[src/rtl/rcs_pkg.sv]
package rcs_pkg;
   localparam int IDX_CLK_ON  = 0;
   localparam int IDX_CLK_OFF = 1;
   localparam int IDX_RST_ON  = 2;
   localparam int IDX_RST_OFF = 3;
   localparam int IDX_CLK_ST  = 4;
   localparam int IDX_RST_ST  = 5;

   typedef enum logic {S_IDLE, S_WAIT} seq_state_t;

   typedef struct packed {
      logic rst_on;
      logic rst_off;
      logic clk_on;
      logic clk_off;
   } rcs_act_t;
endpackage

[src/rtl/rcs_sync.sv]
module rcs_sync #(
   parameter int   STAGES  = 2,
   parameter logic RST_VAL = 1'b0
) (
   input  logic clk,
   input  logic rst_n,
   input  logic d,
   output logic q
);
   generate
      if (STAGES == 0) begin : g_bypass
         assign q = d;
      end else begin : g_chain
         logic [STAGES-1:0] chain;
         always_ff @(posedge clk) begin
            if (!rst_n) chain <= {STAGES{RST_VAL}};
            else if (STAGES == 1) chain <= d;
            else chain <= {chain[STAGES-2:0], d};
         end
         assign q = chain[STAGES-1];
      end
   endgenerate
endmodule

[src/rtl/rcs_seq.sv]
module rcs_seq
   import rcs_pkg::*;
#(
   parameter int TIMEOUT = 1000000
) (
   input  logic       clk,
   input  logic       rst_n,
   input  logic       start,
   input  logic       rst_stat,
   input  logic       clk_stat,
   output rcs_act_t   act,
   output logic       busy,
   output logic       done,
   output logic       err,
   output logic [1:0] err_step
);
   localparam int CW = (TIMEOUT > 2) ? $clog2(TIMEOUT) : 1;
   localparam logic [CW-1:0] CNT_LAST = CW'(TIMEOUT - 1);

   seq_state_t    state;
   logic [1:0]    step;
   logic [CW-1:0] cnt;
   logic          match;

   always_comb begin
      case (step)
         2'd0:    match = rst_stat;
         2'd1:    match = !clk_stat;
         2'd2:    match = !rst_stat;
         default: match = clk_stat;
      endcase
   end

   always_comb begin
      act = '0;
      if (state == S_IDLE && start) begin
         act.rst_on = 1'b1;
      end else if (state == S_WAIT && match) begin
         case (step)
            2'd0:    act.clk_off = 1'b1;
            2'd1:    act.rst_off = 1'b1;
            2'd2:    act.clk_on  = 1'b1;
            default: act = '0;
         endcase
      end
   end

   always_ff @(posedge clk) begin
      if (!rst_n) begin
         state    <= S_IDLE;
         step     <= 2'd0;
         cnt      <= '0;
         done     <= 1'b0;
         err      <= 1'b0;
         err_step <= 2'd0;
      end else if (state == S_IDLE) begin
         if (start) begin
            state    <= S_WAIT;
            step     <= 2'd0;
            cnt      <= '0;
            done     <= 1'b0;
            err      <= 1'b0;
            err_step <= 2'd0;
         end
      end else if (match) begin
         cnt <= '0;
         if (step == 2'd3) begin
            state <= S_IDLE;
            done  <= 1'b1;
         end else begin
            step <= step + 2'd1;
         end
      end else if (cnt == CNT_LAST) begin
         state    <= S_IDLE;
         err      <= 1'b1;
         err_step <= step;
      end else begin
         cnt <= cnt + 1'b1;
      end
   end

   assign busy = (state == S_WAIT);


   done_err_excl_chk: assert property (@(posedge clk) disable iff (!rst_n)
      !(done && err));

   cnt_bound_chk: assert property (@(posedge clk) disable iff (!rst_n)
      busy |-> (cnt <= CNT_LAST));

   act_onehot_chk: assert property (@(posedge clk) disable iff (!rst_n)
      $onehot0(act));

   done_edge_chk: assert property (@(posedge clk) disable iff (!rst_n)
      $rose(done) |-> (!busy && $past(busy)));

   err_step_hold_chk: assert property (@(posedge clk) disable iff (!rst_n)
      (!busy && !start) |=> $stable(err_step));
endmodule

[src/rtl/rcs_regs.sv]
module rcs_regs
   import rcs_pkg::*;
#(
   parameter int DATA_W = 32,
   parameter int ADDR_W = 4
) (
   input  logic              clk,
   input  logic              rst_n,
   input  logic              we,
   input  logic [ADDR_W-1:0] addr,
   input  logic [DATA_W-1:0] wdata,
   input  logic              busy,
   input  rcs_act_t          act,
   input  logic              rst_stat,
   input  logic              clk_stat,
   output logic              rst_out,
   output logic              clken_out,
   output logic [DATA_W-1:0] rdata
);
   localparam logic [ADDR_W-1:0] A_CLK_ON  = ADDR_W'(IDX_CLK_ON);
   localparam logic [ADDR_W-1:0] A_CLK_OFF = ADDR_W'(IDX_CLK_OFF);
   localparam logic [ADDR_W-1:0] A_RST_ON  = ADDR_W'(IDX_RST_ON);
   localparam logic [ADDR_W-1:0] A_RST_OFF = ADDR_W'(IDX_RST_OFF);
   localparam logic [ADDR_W-1:0] A_CLK_ST  = ADDR_W'(IDX_CLK_ST);
   localparam logic [ADDR_W-1:0] A_RST_ST  = ADDR_W'(IDX_RST_ST);

   logic wr_ok;
   assign wr_ok = we && !busy && wdata[0];

   always_ff @(posedge clk) begin
      if (!rst_n) begin
         rst_out   <= 1'b0;
         clken_out <= 1'b1;
      end else begin
         if (act.rst_on || (wr_ok && addr == A_RST_ON))
            rst_out <= 1'b1;
         else if (act.rst_off || (wr_ok && addr == A_RST_OFF))
            rst_out <= 1'b0;
         if (act.clk_on || (wr_ok && addr == A_CLK_ON))
            clken_out <= 1'b1;
         else if (act.clk_off || (wr_ok && addr == A_CLK_OFF))
            clken_out <= 1'b0;
      end
   end

   always_comb begin
      rdata = '0;
      if (addr == A_CLK_ST)      rdata[0] = clk_stat;
      else if (addr == A_RST_ST) rdata[0] = rst_stat;
   end


   busy_write_lock_chk: assert property (@(posedge clk) disable iff (!rst_n)
      (busy && we && act == '0) |=> ($stable(rst_out) && $stable(clken_out)));

   zero_write_chk: assert property (@(posedge clk) disable iff (!rst_n)
      (we && !wdata[0] && act == '0) |=> ($stable(rst_out) && $stable(clken_out)));
endmodule

[src/rtl/rcs_sequencer.sv]
module rcs_sequencer
   import rcs_pkg::*;
#(
   parameter int DATA_W      = 32,
   parameter int ADDR_W      = 4,
   parameter int SYNC_STAGES = 2,
   parameter int TIMEOUT     = 1000000
) (
   input  logic              clk,
   input  logic              rst_n,
   input  logic              reg_we,
   input  logic [ADDR_W-1:0] reg_addr,
   input  logic [DATA_W-1:0] reg_wdata,
   output logic [DATA_W-1:0] reg_rdata,
   input  logic              seq_start,
   output logic              seq_busy,
   output logic              seq_done,
   output logic              seq_err,
   output logic [1:0]        seq_err_step,
   output logic              rst_out,
   output logic              clken_out,
   input  logic              rst_ack_in,
   input  logic              clk_ack_in
);
   generate
      if (ADDR_W < 3) begin : g_bad_addr
         $error("ADDR_W must be at least 3");
      end
      if (DATA_W < 1) begin : g_bad_data
         $error("DATA_W must be at least 1");
      end
      if (TIMEOUT < 2) begin : g_bad_tmo
         $error("TIMEOUT must be at least 2");
      end
      if (SYNC_STAGES < 0) begin : g_bad_sync
         $error("SYNC_STAGES must not be negative");
      end
   endgenerate

   logic     rst_stat, clk_stat;
   rcs_act_t act;

   rcs_sync #(.STAGES(SYNC_STAGES), .RST_VAL(1'b0)) u_rst_sync (
      .clk(clk), .rst_n(rst_n), .d(rst_ack_in), .q(rst_stat));
   rcs_sync #(.STAGES(SYNC_STAGES), .RST_VAL(1'b1)) u_clk_sync (
      .clk(clk), .rst_n(rst_n), .d(clk_ack_in), .q(clk_stat));

   rcs_seq #(.TIMEOUT(TIMEOUT)) u_seq (
      .clk(clk), .rst_n(rst_n), .start(seq_start),
      .rst_stat(rst_stat), .clk_stat(clk_stat), .act(act),
      .busy(seq_busy), .done(seq_done), .err(seq_err),
      .err_step(seq_err_step));

   rcs_regs #(.DATA_W(DATA_W), .ADDR_W(ADDR_W)) u_regs (
      .clk(clk), .rst_n(rst_n), .we(reg_we), .addr(reg_addr),
      .wdata(reg_wdata), .busy(seq_busy), .act(act),
      .rst_stat(rst_stat), .clk_stat(clk_stat),
      .rst_out(rst_out), .clken_out(clken_out), .rdata(reg_rdata));


   reset_state_chk: assert property (@(posedge clk)
      $rose(rst_n) |-> (!rst_out && clken_out && !seq_busy && !seq_done && !seq_err));
endmodule

[config.mk]
export PLATFORM = sky130hd
export DESIGN_NAME = rcs_sequencer
export DESIGN_NICKNAME = d
export VERILOG_FILES = /design/src/rtl/rcs_pkg.sv /design/src/rtl/rcs_sync.sv /design/src/rtl/rcs_seq.sv /design/src/rtl/rcs_regs.sv /design/src/rtl/rcs_sequencer.sv
export SDC_FILE = /design/constraint.sdc
export NUM_CORES = 1
export LEC_CHECK = 0
export BUFFER_PORTS_ARGS = -buffer_cell sky130_fd_sc_hd__buf_2
export CAP_MARGIN = 20
export CORE_MARGIN = 1.5
export CORE_UTILIZATION = 44
export DETAILED_ROUTE_END_ITERATION = 10
export MAX_ROUTING_LAYER = met4
export PLACE_DENSITY = 0.87
export SYNTH_ARGS = -nofsm -noshare
export SYNTH_HDL_FRONTEND = slang
export SYNTH_SLANG_ARGS = --single-unit
[constraint.sdc]
create_clock -name clk -period 1.89 [get_ports clk]
set_input_delay 0.0945 -clock clk [delete_from_list [all_inputs] [get_ports clk]]
set_output_delay 0.0945 -clock clk [all_outputs]
set_load 0.05 [all_outputs]
---- Yosys cells after proc, flatten, opt, wreduce, memory -nomap -nowiden ----
Cells that the tools add are included.
word-level totals
  register bits ........................... 33
  output and inout port bits .............. 39
  word-level logic and storage cells ...... 87
operators by class
  multiplexer cells ....................... 34
  equality and inequality tests ........... 15
  reduce and logical (&&, ||, !) cells .... 24
  $add $sub $neg .......................... 2
  bitwise logic cells ..................... 2
operators with widths
  cell                     count
  $mux W20                 4
  $add A20 B1 Y20 const B  1
  $eq A20 B20 Y1 const B   1
  $mux W1                  20
  $mux W2                  7
  $ne A2 B2 Y1 const B     5
  $reduce_and A3 Y1        3
  $eq A4 B2 Y1 const B     2
  $eq A4 B3 Y1 const B     2
  $logic_and A1 B1 Y1      8
  $mux W3                  2
  $eq A2 B2 Y1 const B     2
  $eq A4 B1 Y1 const B     1
  $logic_not A4 Y1         1
  $logic_or A1 B1 Y1       4
  $reduce_bool A2 Y1       2
  $logic_not A1 Y1         3
  $ne A3 B3 Y1 const B     1
  $pmux W1 S3              1
  $add A2 B1 Y2 const B    1
  $eq A2 B1 Y1 const B     1
  $logic_not A2 Y1         1
  $not A1 Y1               2
  $reduce_and A2 Y1        1
  $reduce_or A2 Y1         1

---- Longest topological paths before layout ----
Gate-level depths: netlist of run 1.
  depth after elaboration ................. 8
  mapped depth ............................ 8

---- Hierarchy ----
A second synthesis of run 1 with hierarchy kept.
unflattened totals
  cells, all modules ...................... 231
  area total of the unflattened synthesis .. 1,935.6 um2
by module, submodules not included
  module    area each (um2)  cells each  instances
  rcs_seq   1,453.9          176         1
  rcs_regs  376.6            47          1
  rcs_sync  52.6             4           2

---- Worst setup path after synthesis of run 1 ----
No wires, ideal clock.
  path kind ............................... flip-flop to flip-flop
  start point ............................. register u_seq.cnt[7]
  end point ............................... register u_seq.err_step[0]
  data required time ...................... 1.759 ns
  arrival time ............................ 1.819 ns
  stages on the path, launching flop included .. 7
  library setup time ...................... 0.131 ns
  slack ................................... -0.060 ns
  path buffers ............................ 1
  cell sequence ........................... dfxtp_1 -> buf_6 -> or4b_4 -> or4_4 -> nor3_4 -> nand3b_1 -> a21oi_2
between the ends
  word-level cells in the longest chain between the ends .. 3
ends and longest elaborated chain
  what                                RTL line       text
  from (decl)                         rcs_seq.sv:22  logic [CW-1:0] cnt;
  from (signal assigned)              rcs_seq.sv:78  cnt <= cnt + 1'b1;
  $eq A20 B20 Y1                      rcs_seq.sv:73  end else if (cnt == CNT_LAST) begin
  $ne A2 B2 Y1 (no source line)       --
  $reduce_and A3 Y1 (no source line)  --
  to (signal assigned)                rcs_seq.sv:76  err_step <= step;
  to (decl)                           rcs_seq.sv:15  output logic [1:0] err_step
Every way passes these cells.
A chain may end at the register's enable or synchronous reset.

---- Worst setup path after layout of run 1 ----
Same ends and word-level chain as after synthesis.

==> results of run 1 <==
==> critical path: cells and delay by family, from the launching register on <==
family / cells / cell delay, ps
simple gates: 4 / 1410
flops: 1 / 320
compound gates: 1 / 50
==> layer usage <==
layer	up-vias	track usage	routed length (µm)
met3	7	0.0433	241
li1	897	-	-
met1	856	0.222	1940
met5	-	-	0
met4	0	0.0919	82
met2	55	0.276	2120
==> registers in the layout, indices dropped and copies added, names as in the netlist <==
| signal | flops |
|---|---|
| u_clk_sync.g_chain.chain | 2 |
| u_regs.clken_out | 1 |
| u_regs.rst_out | 1 |
| u_rst_sync.g_chain.chain | 2 |
| u_seq.busy | 1 |
| u_seq.cnt | 20 |
| u_seq.done | 1 |
| u_seq.err | 1 |
| u_seq.err_step | 2 |
| u_seq.step | 2 |
==> cell usage in the layout, fill, tap and decap left out, drive strengths merged, types with 6 or more instances in the layout <==
cell,synthesis,layout
buf,32,38
dfxtp,33,33
conb,1,31
nor2,24,24
nand3,15,15
a21oi,13,13
o21ai,12,12
nand2,11,11
inv,6,6
nand4,6,6
xnor2,6,6
a31oi,6,6
nor3,6,6
clkbuf,8,6
==> power breakdown <==
group | total [W] | internal (W) | switching (W) | leakage [nW]
clock network | 0.000512 | 0.000255 | 0.000257 | 0.0450
logic | 0.000277 | 0.0000557 | 0.000222 | 0.592
registers | 0.000716 | 0.000707 | 0.00000913 | 0.268
==> per-stage QoR <==
step           setup TNS [ps]  cells
4_1_cts                 -10.6    334
3_5_place_dp            -96.4    325
6_report                    0    335
3_3_place_gp            -67.2    325
5_1_grt                  -278    335
2_1_floorplan            -113    276
==> final timing paths <==
path	from	endpoint	slack [ps]
max	u_seq.cnt[7]$_SDFFE_PN0P_	u_seq.err_step[0]$_SDFFE_PN0P_	2
min	rst_ack_in	u_rst_sync.g_chain.chain[0]$_SDFF_PN0_	7
max reg2reg	u_seq.cnt[7]$_SDFFE_PN0P_	u_seq.err_step[0]$_SDFFE_PN0P_	2
min reg2reg	u_clk_sync.g_chain.chain[0]$_SDFF_PN1_	u_clk_sync.g_chain.chain[1]$_SDFF_PN1_	400
==> kinds of logic after synthesis <==
group                    share of synthesized area
adder cells (fa/ha/maj)                     0.0312
flip-flops                                   0.330
other                                      0.00187
XOR/XNOR                                    0.0262
multiplexers                               0.00999
buffers and inverters                        0.148
AND/OR/NAND/NOR                              0.297
AO/OA/AOI/OAI                                0.156
==> layout make-up <==
type	count	area, µm²	area share
timing repair buffer	39	254	0.111
tap	52	65.1	0.0285
multi-input combinational	197	1190	0.524
clock inverter	2	10.0	0.00439
sequential	33	663	0.291
inverter	6	22.5	0.00987
clock buffer	6	72.6	0.0318
==> timing repair <==
| action | in CTS | in global routing |
|---|---|---|
| hold buffers | 1 | 0 |
| pin swaps | 1 | 4 |
| setup endpoints to repair | 5 | 16 |
| hold endpoints to repair | 1 | 0 |
| gates resized for setup | 1 | 11 |
| setup buffers | 0 | 1 |
==> out/results.md, run 1 <==
| Parameter | This run |
| --- | --- |
| Max capacitance violation total | 0 |
| Area growth, synth to finish | 13.9% |
| Number of buffers created by CTS | 5 |
| Top-count cell post-synth | dfxtp_1 |
| List of most frequent post-synthesis cells | 33 x dfxtp_1, 31 x buf_4, 24 x nor2_1 |
| Number of failing setup endpoints in the final timing report | 0 |
| Setup skew after layout | 9.55 ps |
| CTS sink cnt | 33 |
| CP startpoint kind | flop |
| WHS Path Cells | 2 |
| Pre-CTS WS | -48.9 ps |
| Final net count | 329 |
| Worst-Skew Late Latency | 290 ps |
| Arrival time of data at the critical path endpoint | 2070 ps |
| Vias | 1815 |
| Number of warnings reported in the yosys synthesis log | 0 |
| Total placed instance area | 0.00214 mm² |
| Setup crit end kind | flop |
| Top-level I/O count | 81 |
| Biggest area contributors in the synthesized netlist | dfxtp_1 33%, buf_4 12%, nor2_1 4.5% |
| RD Place Congestion | 0.892 |
| Post-layout power | 0.00150 W |
| Post-synthesis cell type count | 50 |
| Series of cell instances along the critical path | or4b_4 -> or4_4 -> nor3_4 -> nand3b_1 -> a21oi_2 |
| Core Footprint | 0.00435 mm² |
| Synth top area share | 0.330 |
| Cell area power density | 659 mW/mm² |
| Final period demand of the worst path | 1890 ps |
| Final-report hold violation count | 0 |
| Vias in the first global route | 1618 |
| FILL cells | 401 |
| Smallest hold slack | 7.11 ps |
| Final max-slew violation count | 0 |
| Result of the run | finished clean |
| Fraction of registers with async set/reset | 0 |
| Overall overflow remaining after global route | 0 |
| Library cell with the largest summed area after synthesis | dfxtp_1 |
| Final period util | 0.999 |
| Kind of critical path | reg -> reg |
| TritonCTS clock tree | built |
| Sequential cell area fraction in the yosys report | 0.330 |
| Peak supply drop | 381 µV |
| Wire length of the first global-routing pass | 7.06 mm |
| Vertical die dimension | 70.5 µm |
| Predominant post-synthesis flop cell | dfxtp_1 |
| Post-Route WL | 4.38 mm |
| Finished layout cell area | 0.00228 mm² |
| Max stage delay on crit path | 540 ps |
| Maximum fanout count along the critical path | 7 |
| WP data required | 2070 ps |
| Utilization after layout | 0.524 |
| All-layer global routing usage | 0.181 |
| Remaining routing DRC violations | 0 |
| DRT iter0 DRCs | 109 |
| Number of antenna violations at the first check in global routing | 0 |
| Unrepaired setup endpoints after global routing | true |
| Number of nets still failing antenna checks after routing | 0 |
| Area of the mapped netlist | 0.00200 mm² |
| First-pass iteration count of the detailed router | 4 |
| Die Wd | 70.5 µm |
| Die area | 0.00497 mm² |
| Clock root buffer master | clkbuf_8 |
| Post-route worst setup slack | 1.86 ps |
| Leakage Power | 0.905 nW |
| Clock input transition at the sequential cells of the worst setup and hold paths | 70 ps |
| Avg WL per Cell | 13.1 µm |
| DP Wirelength | 3.12 mm |
| Routed via count divided by cell count | 5.42 |
| Highest achievable clock rate | 530 MHz |
| Effective utilization at floorplan | 0.460 |
| Bufs on Longest Clock Path | 2 |
| Number of antenna cells inserted | 0 |
| Number of synthesized register bits | 33 |
| Row cnt | 24 |
| Gate count of the mapped netlist | 246 |
| Count of input and output buffers | 18 |
| Max H-tree Level | 2 |
| Largest net degree at the start of global routing | 21 |
| Critical-path cell with the highest stage delay | or4b_4 |
| Depth of the worst register-to-register path | 5 |
| Mean instance size in the synthesized netlist | 8.14 µm² |
| Count of flip-flops with a built-in enable after synthesis | 0 |
| Kind of path behind the tightest hold check | in -> reg |
| Proportion of layout cells with a drive suffix above 1 | 0.230 |
Power figures use the tool's default switching activity.
==> run 2, diff against run 1 <==
Settings changed: SETUP_SLACK_MARGIN from default to 0.4.
==> run 2 against run 1 <==
Critical path type unchanged. Combinational power up 22%. Hold slack worse by 12 ps. First-iteration DRC count rose to 2.9 times the previous value. The run now ends with negative hold slack, negative setup slack left.
==> out/results.md, run 2 (same netlist as run 1, synthesis figures left out) <==
| Parameter | This run |
| --- | --- |
| Post-Route WL | 6.65 mm |
| Register name with the most flops | u_seq.cnt |
| Highest achievable clock rate | 505 MHz |
| Max H-tree Level | 2 |
| Maximum fanout count along the critical path | 2 |
| Number of nets still failing antenna checks after routing | 0 |
| Unrepaired setup endpoints after global routing | true |
| Largest net degree at the start of global routing | 21 |
| Final max-slew violation count | 0 |
| Cell area power density | 577 mW/mm² |
| Total negative slack for setup checks | -350 ps |
| Clock input transition at the sequential cells of the worst setup and hold paths | 70 ps |
| Final period demand of the worst path | 1980 ps |
| Die Wd | 70.5 µm |
| Leakage Power | 1.06 nW |
| Final-report hold violation count | 1 |
| Number of failing setup endpoints in the final timing report | 5 |
| WHS Path Cells | 2 |
| First-pass iteration count of the detailed router | 6 |
| DP Wirelength | 3.05 mm |
| Bufs on Longest Clock Path | 2 |
| Core Footprint | 0.00435 mm² |
| Worst-Skew Late Latency | 300 ps |
| Clock root buffer master | clkbuf_8 |
| Reg2Reg Launch Point | u_seq.cnt[7]$_SDFFE_PN0P_ |
| Final period util | 1.05 |
| Remaining routing DRC violations | 0 |
| Failing checks | negative hold slack, negative setup slack |
| Register cell area after layout | 679 µm² |
| Count of input and output buffers | 18 |
| Smallest hold slack | -4.43 ps |
| Slack of the worst reg-to-reg path | -90 ps |
| TritonCTS clock tree | built |
| All-layer global routing usage | 0.250 |
| Depth of the worst register-to-register path | 6 |
| Max capacitance violation total | 0 |
| Multi-input combinational cell area | 0.00152 mm² |
| Area growth, synth to finish | 37.4% |
| Utilization after layout | 0.632 |
| Sink of the worst hold path | u_rst_sync.g_chain.chain[0]$_SDFF_PN0_ |
| Commonest non-fill, non-tap cell in the layout | conb_1 |
| Min-delay src | rst_ack_in |
| Arrival time of data at the critical path endpoint | 2160 ps |
| Commonest non-fill, non-tap cells in the layout | 31 x conb_1, 24 x dfxtp_1, 22 x buf_4 |
| Vias | 2136 |
| Setup skew after layout | 7.12 ps |
| WP data required | 2070 ps |
| Kind of path behind the tightest hold check | in -> reg |
| Peak supply drop | 331 µV |
| Number of buffers created by CTS | 5 |
| Avg WL per Cell | 19.1 µm |
| Overall overflow remaining after global route | 0 |
| Result of the run | complete, but fails checks |
| DRT iter0 DRCs | 311 |
| Row cnt | 24 |
| Kind of critical path | reg -> reg |
| Final net count | 342 |
| RR Endpoint | u_seq.cnt[3]$_SDFFE_PN0P_ |
| RD Place Congestion | 0.888 |
| Number of antenna violations at the first check in global routing | 0 |
| Wire length of the first global-routing pass | 9.58 mm |
| Die area | 0.00497 mm² |
| Routed via count divided by cell count | 6.14 |
| Post-route worst setup slack | -89.5 ps |
| Proportion of layout cells with a drive suffix above 1 | 0.432 |
| Number of antenna cells inserted | 0 |
| Max FFs per register | 20 |
| Effective utilization at floorplan | 0.460 |
| CP startpoint kind | flop |
| Vias in the first global route | 1957 |
| Setup crit end kind | flop |
| CTS sink cnt | 33 |
| FILL cells | 305 |
| Vertical die dimension | 70.5 µm |
| Top-level I/O count | 81 |
-- run 2: worst max path at each step --
stage	startpoint	to
final	u_seq.cnt[7]$_SDFFE_PN0P_	u_seq.cnt[3]$_SDFFE_PN0P_
after global routing	u_seq.cnt[7]$_SDFFE_PN0P_	u_seq.cnt[0]$_SDFFE_PN0P_
after CTS	u_seq.cnt[7]$_SDFFE_PN0P_	u_seq.err_step[1]$_SDFFE_PN0P_
after detailed placement	u_seq.cnt[7]$_SDFFE_PN0P_	u_seq.err_step[1]$_SDFFE_PN0P_
after global placement	u_seq.cnt[7]$_SDFFE_PN0P_	u_seq.err_step[0]$_SDFFE_PN0P_
after floorplan	u_seq.cnt[7]$_SDFFE_PN0P_	u_seq.err_step[0]$_SDFFE_PN0P_
-- run 2: worst max-delay path, stage by stage, from the launching register on --
cell and delay (ps):
dfxtp_2 330, or4b_4 540, or4_4 460, buf_4 160, o21ai_2 120, or3_1 140, a31oi_1 110
-- run 2: area by class of cell --
type | count | area share
clock inverter | 2 | 0.00364
timing repair buffer | 51 | 0.137
clock buffer | 6 | 0.0264
tap | 52 | 0.0236
multi-input combinational | 198 | 0.552
sequential | 33 | 0.247
inverter | 6 | 0.0100
-- run 2: per-stage QoR --
stage | power [W] | setup slack (ps) | std cells | hold slack (ps) | area (µm²)
global placement | 0.000996 | -31.6 | 320 | 276 | 2220
finish | 0.00159 | -89.5 | 348 | -4.43 | 2750
CTS | 0.00155 | -63.2 | 344 | 3.47 | 2560
global route | 0.00164 | -137 | 348 | -3.92 | 2750
detailed placement | 0.000999 | -64.5 | 320 | 282 | 2220
floorplan | 0.00101 | -58.4 | 276 | 196 | 2250
-- run 2: timing repair --
action                                 CTS  global route
setup buffers                           14             4
endpoints found under the hold margin    1             0
hold buffers                             1             0
resized for setup                       37            42
pin swaps                               19            20
cloned                                   1             0
setup endpoints to repair               28            28
-- run 2: layer usage --
layer  vias to the layer above  wire length, µm  track usage
met5                         -                0            -
met4                         0              304        0.126
met3                        48              609       0.0491
met2                       148             3140        0.408
met1                      1013             2600        0.291
li1                        927                -            -
-- run 2: report_power, final --
group	total (W)	switching [W]	internal [W]	leakage (nW)
registers	0.000716	0.0000126	0.000703	0.273
clock network	0.000535	0.000280	0.000255	0.0450
logic	0.000337	0.000254	0.0000837	0.744
total	0.00159	0.000546	0.00104	1.06
==> run 3, diff against run 2 <==
Settings changed: ABC_AREA from default to 1, CORE_UTILIZATION 44 to 45, PLACE_DENSITY 0.87 to 0.86.
==> run 3 against run 2 <==
The run now ends clean. Utilization down 3.5 points. Synthesized cell count up 48%. First-iteration DRC count down 24%. Global-route usage down 2.4 points. Flip-flop and latch count unchanged. Routed wire length down 4.3%. Fmax up 19%. Sequential share of layout area down 0.90 points.
==> out/results.md, run 3 <==
| Parameter | This run |
| --- | --- |
| Final period util | 0.879 |
| Number of failing setup endpoints in the final timing report | 0 |
| Effective utilization at floorplan | 0.472 |
| Number of nets still failing antenna checks after routing | 0 |
| Area growth, synth to finish | 26.4% |
| Post-synthesis cell type count | 28 |
| DRT iter0 DRCs | 235 |
| Avg WL per Cell | 13.6 µm |
| Die Wd | 73.9 µm |
| Kind of critical path | reg -> reg |
| Unrepaired setup endpoints after global routing | true |
| Cell area power density | 551 mW/mm² |
| Overall overflow remaining after global route | 0 |
| Worst-Skew Late Latency | 290 ps |
| Count of flip-flops with a built-in enable after synthesis | 0 |
| Result of the run | finished clean |
| Top-level I/O count | 81 |
| End of the critical path | u_seq.cnt[8]$_SDFFE_PN0P_ |
| Total instance count after detailed placement | 452 |
| Vias | 2425 |
| List of most frequent post-synthesis cells | 101 x nand2_1, 49 x inv_1, 49 x nor2_1 |
| Reg2Reg Launch Point | u_seq.step[1]$_SDFFE_PN0P_ |
| Biggest area contributors in the synthesized netlist | dfxtp_1 29%, nand2_1 17%, buf_4 10% |
| Remaining routing DRC violations | 0 |
| Bufs on Longest Clock Path | 2 |
| Post-Route WL | 6.36 mm |
| Fraction of registers with async set/reset | 0 |
| Slack of the worst reg-to-reg path | 230 ps |
| CP startpoint kind | flop |
| Arrival time of data at the critical path endpoint | 1900 ps |
| FILL cells | 390 |
| Highest achievable clock rate | 602 MHz |
| Max H-tree Level | 2 |
| Number of buffers created by CTS | 5 |
| RR Endpoint | u_seq.cnt[8]$_SDFFE_PN0P_ |
| Number of warnings reported in the yosys synthesis log | 0 |
| First-pass iteration count of the detailed router | 5 |
| Largest net degree at the start of global routing | 15 |
| Worst Setup SP | u_seq.step[1]$_SDFFE_PN0P_ |
| Routed via count divided by cell count | 5.17 |
| Register name with the most flops | u_seq.cnt |
| WP data required | 2120 ps |
| Number of antenna cells inserted | 0 |
| Row cnt | 25 |
| Die area | 0.00546 mm² |
| Critical path buffers and inverters | 3 |
| Library cell with the largest summed area after synthesis | dfxtp_1 |
| Critical-path cell with the highest stage delay | dfxtp_4 |
| DP Wirelength | 3.61 mm |
| Clock root buffer master | clkbuf_8 |
| Number of synthesized register bits | 33 |
| Wire length of the first global-routing pass | 9.04 mm |
| Synth top area share | 0.292 |
| Setup skew after layout | 5.38 ps |
| Vertical die dimension | 73.9 µm |
| TritonCTS clock tree | built |
| Maximum fanout count along the critical path | 7 |
| Utilization after layout | 0.597 |
| Finished layout cell area | 0.00286 mm² |
| Commonest non-fill, non-tap cell in the layout | nand2_1 |
| Leakage Power | 1.29 nW |
| RD Place Congestion | 0.943 |
| CP Depth | 11 |
| Peak supply drop | 404 µV |
| Predominant post-synthesis flop cell | dfxtp_1 |
| Max FFs per register | 20 |
| Vias in the first global route | 2062 |
| Core Footprint | 0.00479 mm² |
| CTS sink cnt | 33 |
| Depth of the worst register-to-register path | 11 |
| Top-count cell post-synth | nand2_1 |
| Total placed instance area | 0.00235 mm² |
| Clock input transition at the sequential cells of the worst setup and hold paths | 70 ps |
| Count of input and output buffers | 18 |
| Series of cell instances along the critical path | inv_4 -> ha_4 -> nand2_2 -> nand3_2 -> nand2_4 -> nand2_4 -> buf_8 -> o21bai_4 -> buf_8 -> nand2_2 -> a21oi_2 |
| Commonest non-fill, non-tap cells in the layout | 84 x nand2_1, 45 x inv_1, 39 x nor2_1 |
| Kind of cell adding the most delay to the critical path | flip-flops |
| Final net count | 450 |
| Max capacitance violation total | 0 |
| Sequential cell area fraction in the yosys report | 0.292 |
| Setup crit end kind | flop |
| Number of antenna violations at the first check in global routing | 0 |
| Proportion of layout cells with a drive suffix above 1 | 0.291 |
| Non-filler cells in the finished layout | 469 |
| Max stage delay on crit path | 400 ps |
| Final period demand of the worst path | 1660 ps |
| Final max-slew violation count | 0 |
| Area of the mapped netlist | 0.00226 mm² |
| All-layer global routing usage | 0.226 |
| Final-report hold violation count | 0 |
| Kind of path behind the tightest hold check | in -> reg |
| Mean instance size in the synthesized netlist | 6.22 µm² |
| Gate count of the mapped netlist | 363 |
[run 3: changes by cell type after synthesis, sizes merged, moves of 6 or more]
cell / before / now
nand4: 6 / 12
clkbuf: 8 / 2
nand2: 11 / 104
inv: 6 / 50
xnor2: 6 / 0
nand3: 15 / 21
nor2: 24 / 51
[run 3: kinds of logic after synthesis]
logic type / count (synthesis) / share of synthesized area
other cells: 1 / 0.00166
compound gates: 31 / 0.0742
buf+inv: 90 / 0.215
fa+ha+maj: 5 / 0.0277
simple gates: 201 / 0.382
xor+xnor: 2 / 0.00775
flops: 33 / 0.292
[run 3: timing repair]
action / CTS / global route
buffers inserted: 2 / 5
cloned: 1 / 1
endpoints found under the hold margin: 2 / 0
pin swaps: 11 / 28
hold buffers: 2 / 0
endpoints found under the setup margin: 25 / 27
gates resized for setup: 42 / 52
[run 3: worst reg2reg max path: cells and delay by family (launching register included)]
family / cells / cell delay (ps)
flip-flops: 1 / 400
AO/OA/AOI/OAI: 2 / 280
adder cells (fa/ha/maj): 1 / 160
buffers and inverters: 3 / 370
AND/OR/NAND/NOR: 5 / 390
[run 3: final cells by class]
type                       instances  area (µm²)  share of cell area
clock buffer                       5        68.8              0.0241
sequential                        33         679               0.238
tap                               67        83.8              0.0294
clock inverter                     1        5.00             0.00175
inverter                          52         213              0.0745
timing repair buffer              39         287               0.100
multi-input combinational        272        1520               0.532
[run 3: worst min path at each step]
stage	from	endpoint	slack [ps]	cells after the start
6_report	reg_addr[1]	u_regs.clken_out$_SDFFE_PP1P_	170	3
5_1_grt	rst_n	u_seq.cnt[0]$_SDFFE_PN0P_	190	3
4_1_cts	reg_addr[1]	u_regs.clken_out$_SDFFE_PP1P_	150	3
3_5_place_dp	rst_ack_in	u_rst_sync.g_chain.chain[0]$_SDFF_PN0_	280	3
3_3_place_gp	rst_ack_in	u_rst_sync.g_chain.chain[0]$_SDFF_PN0_	280	3
2_1_floorplan	rst_ack_in	u_rst_sync.g_chain.chain[0]$_SDFF_PN0_	190	2
[run 3: per-stage QoR]
| stage | setup TNS [ps] | setup WS (ps) | total power [W] | hold slack (ps) |
|---|---|---|---|---|
| 2_1_floorplan | 0 | 386 | 0.00103 | 192 |
| 3_3_place_gp | -216 | -32.0 | 0.00102 | 277 |
| 3_5_place_dp | -830 | -92.6 | 0.00102 | 282 |
| 4_1_cts | 0 | 284 | 0.00154 | 150 |
| 5_1_grt | 0 | 157 | 0.00163 | 192 |
| 6_report | 0 | 229 | 0.00157 | 166 |
[run 3: power breakdown]
| part | switching, W | internal (W) |
|---|---|---|
| Sequential | 0.0000126 | 0.000705 |
| Clock | 0.000261 | 0.000242 |
| Combinational | 0.000274 | 0.0000797 |
[run 3: routing by layer]
layer	vias to the layer above	wire [µm]	track usage
li1	1150	-	-
met1	1117	2500	0.262
met2	136	3140	0.367
met3	22	543	0.0466
met4	0	170	0.113
met5	-	0	-
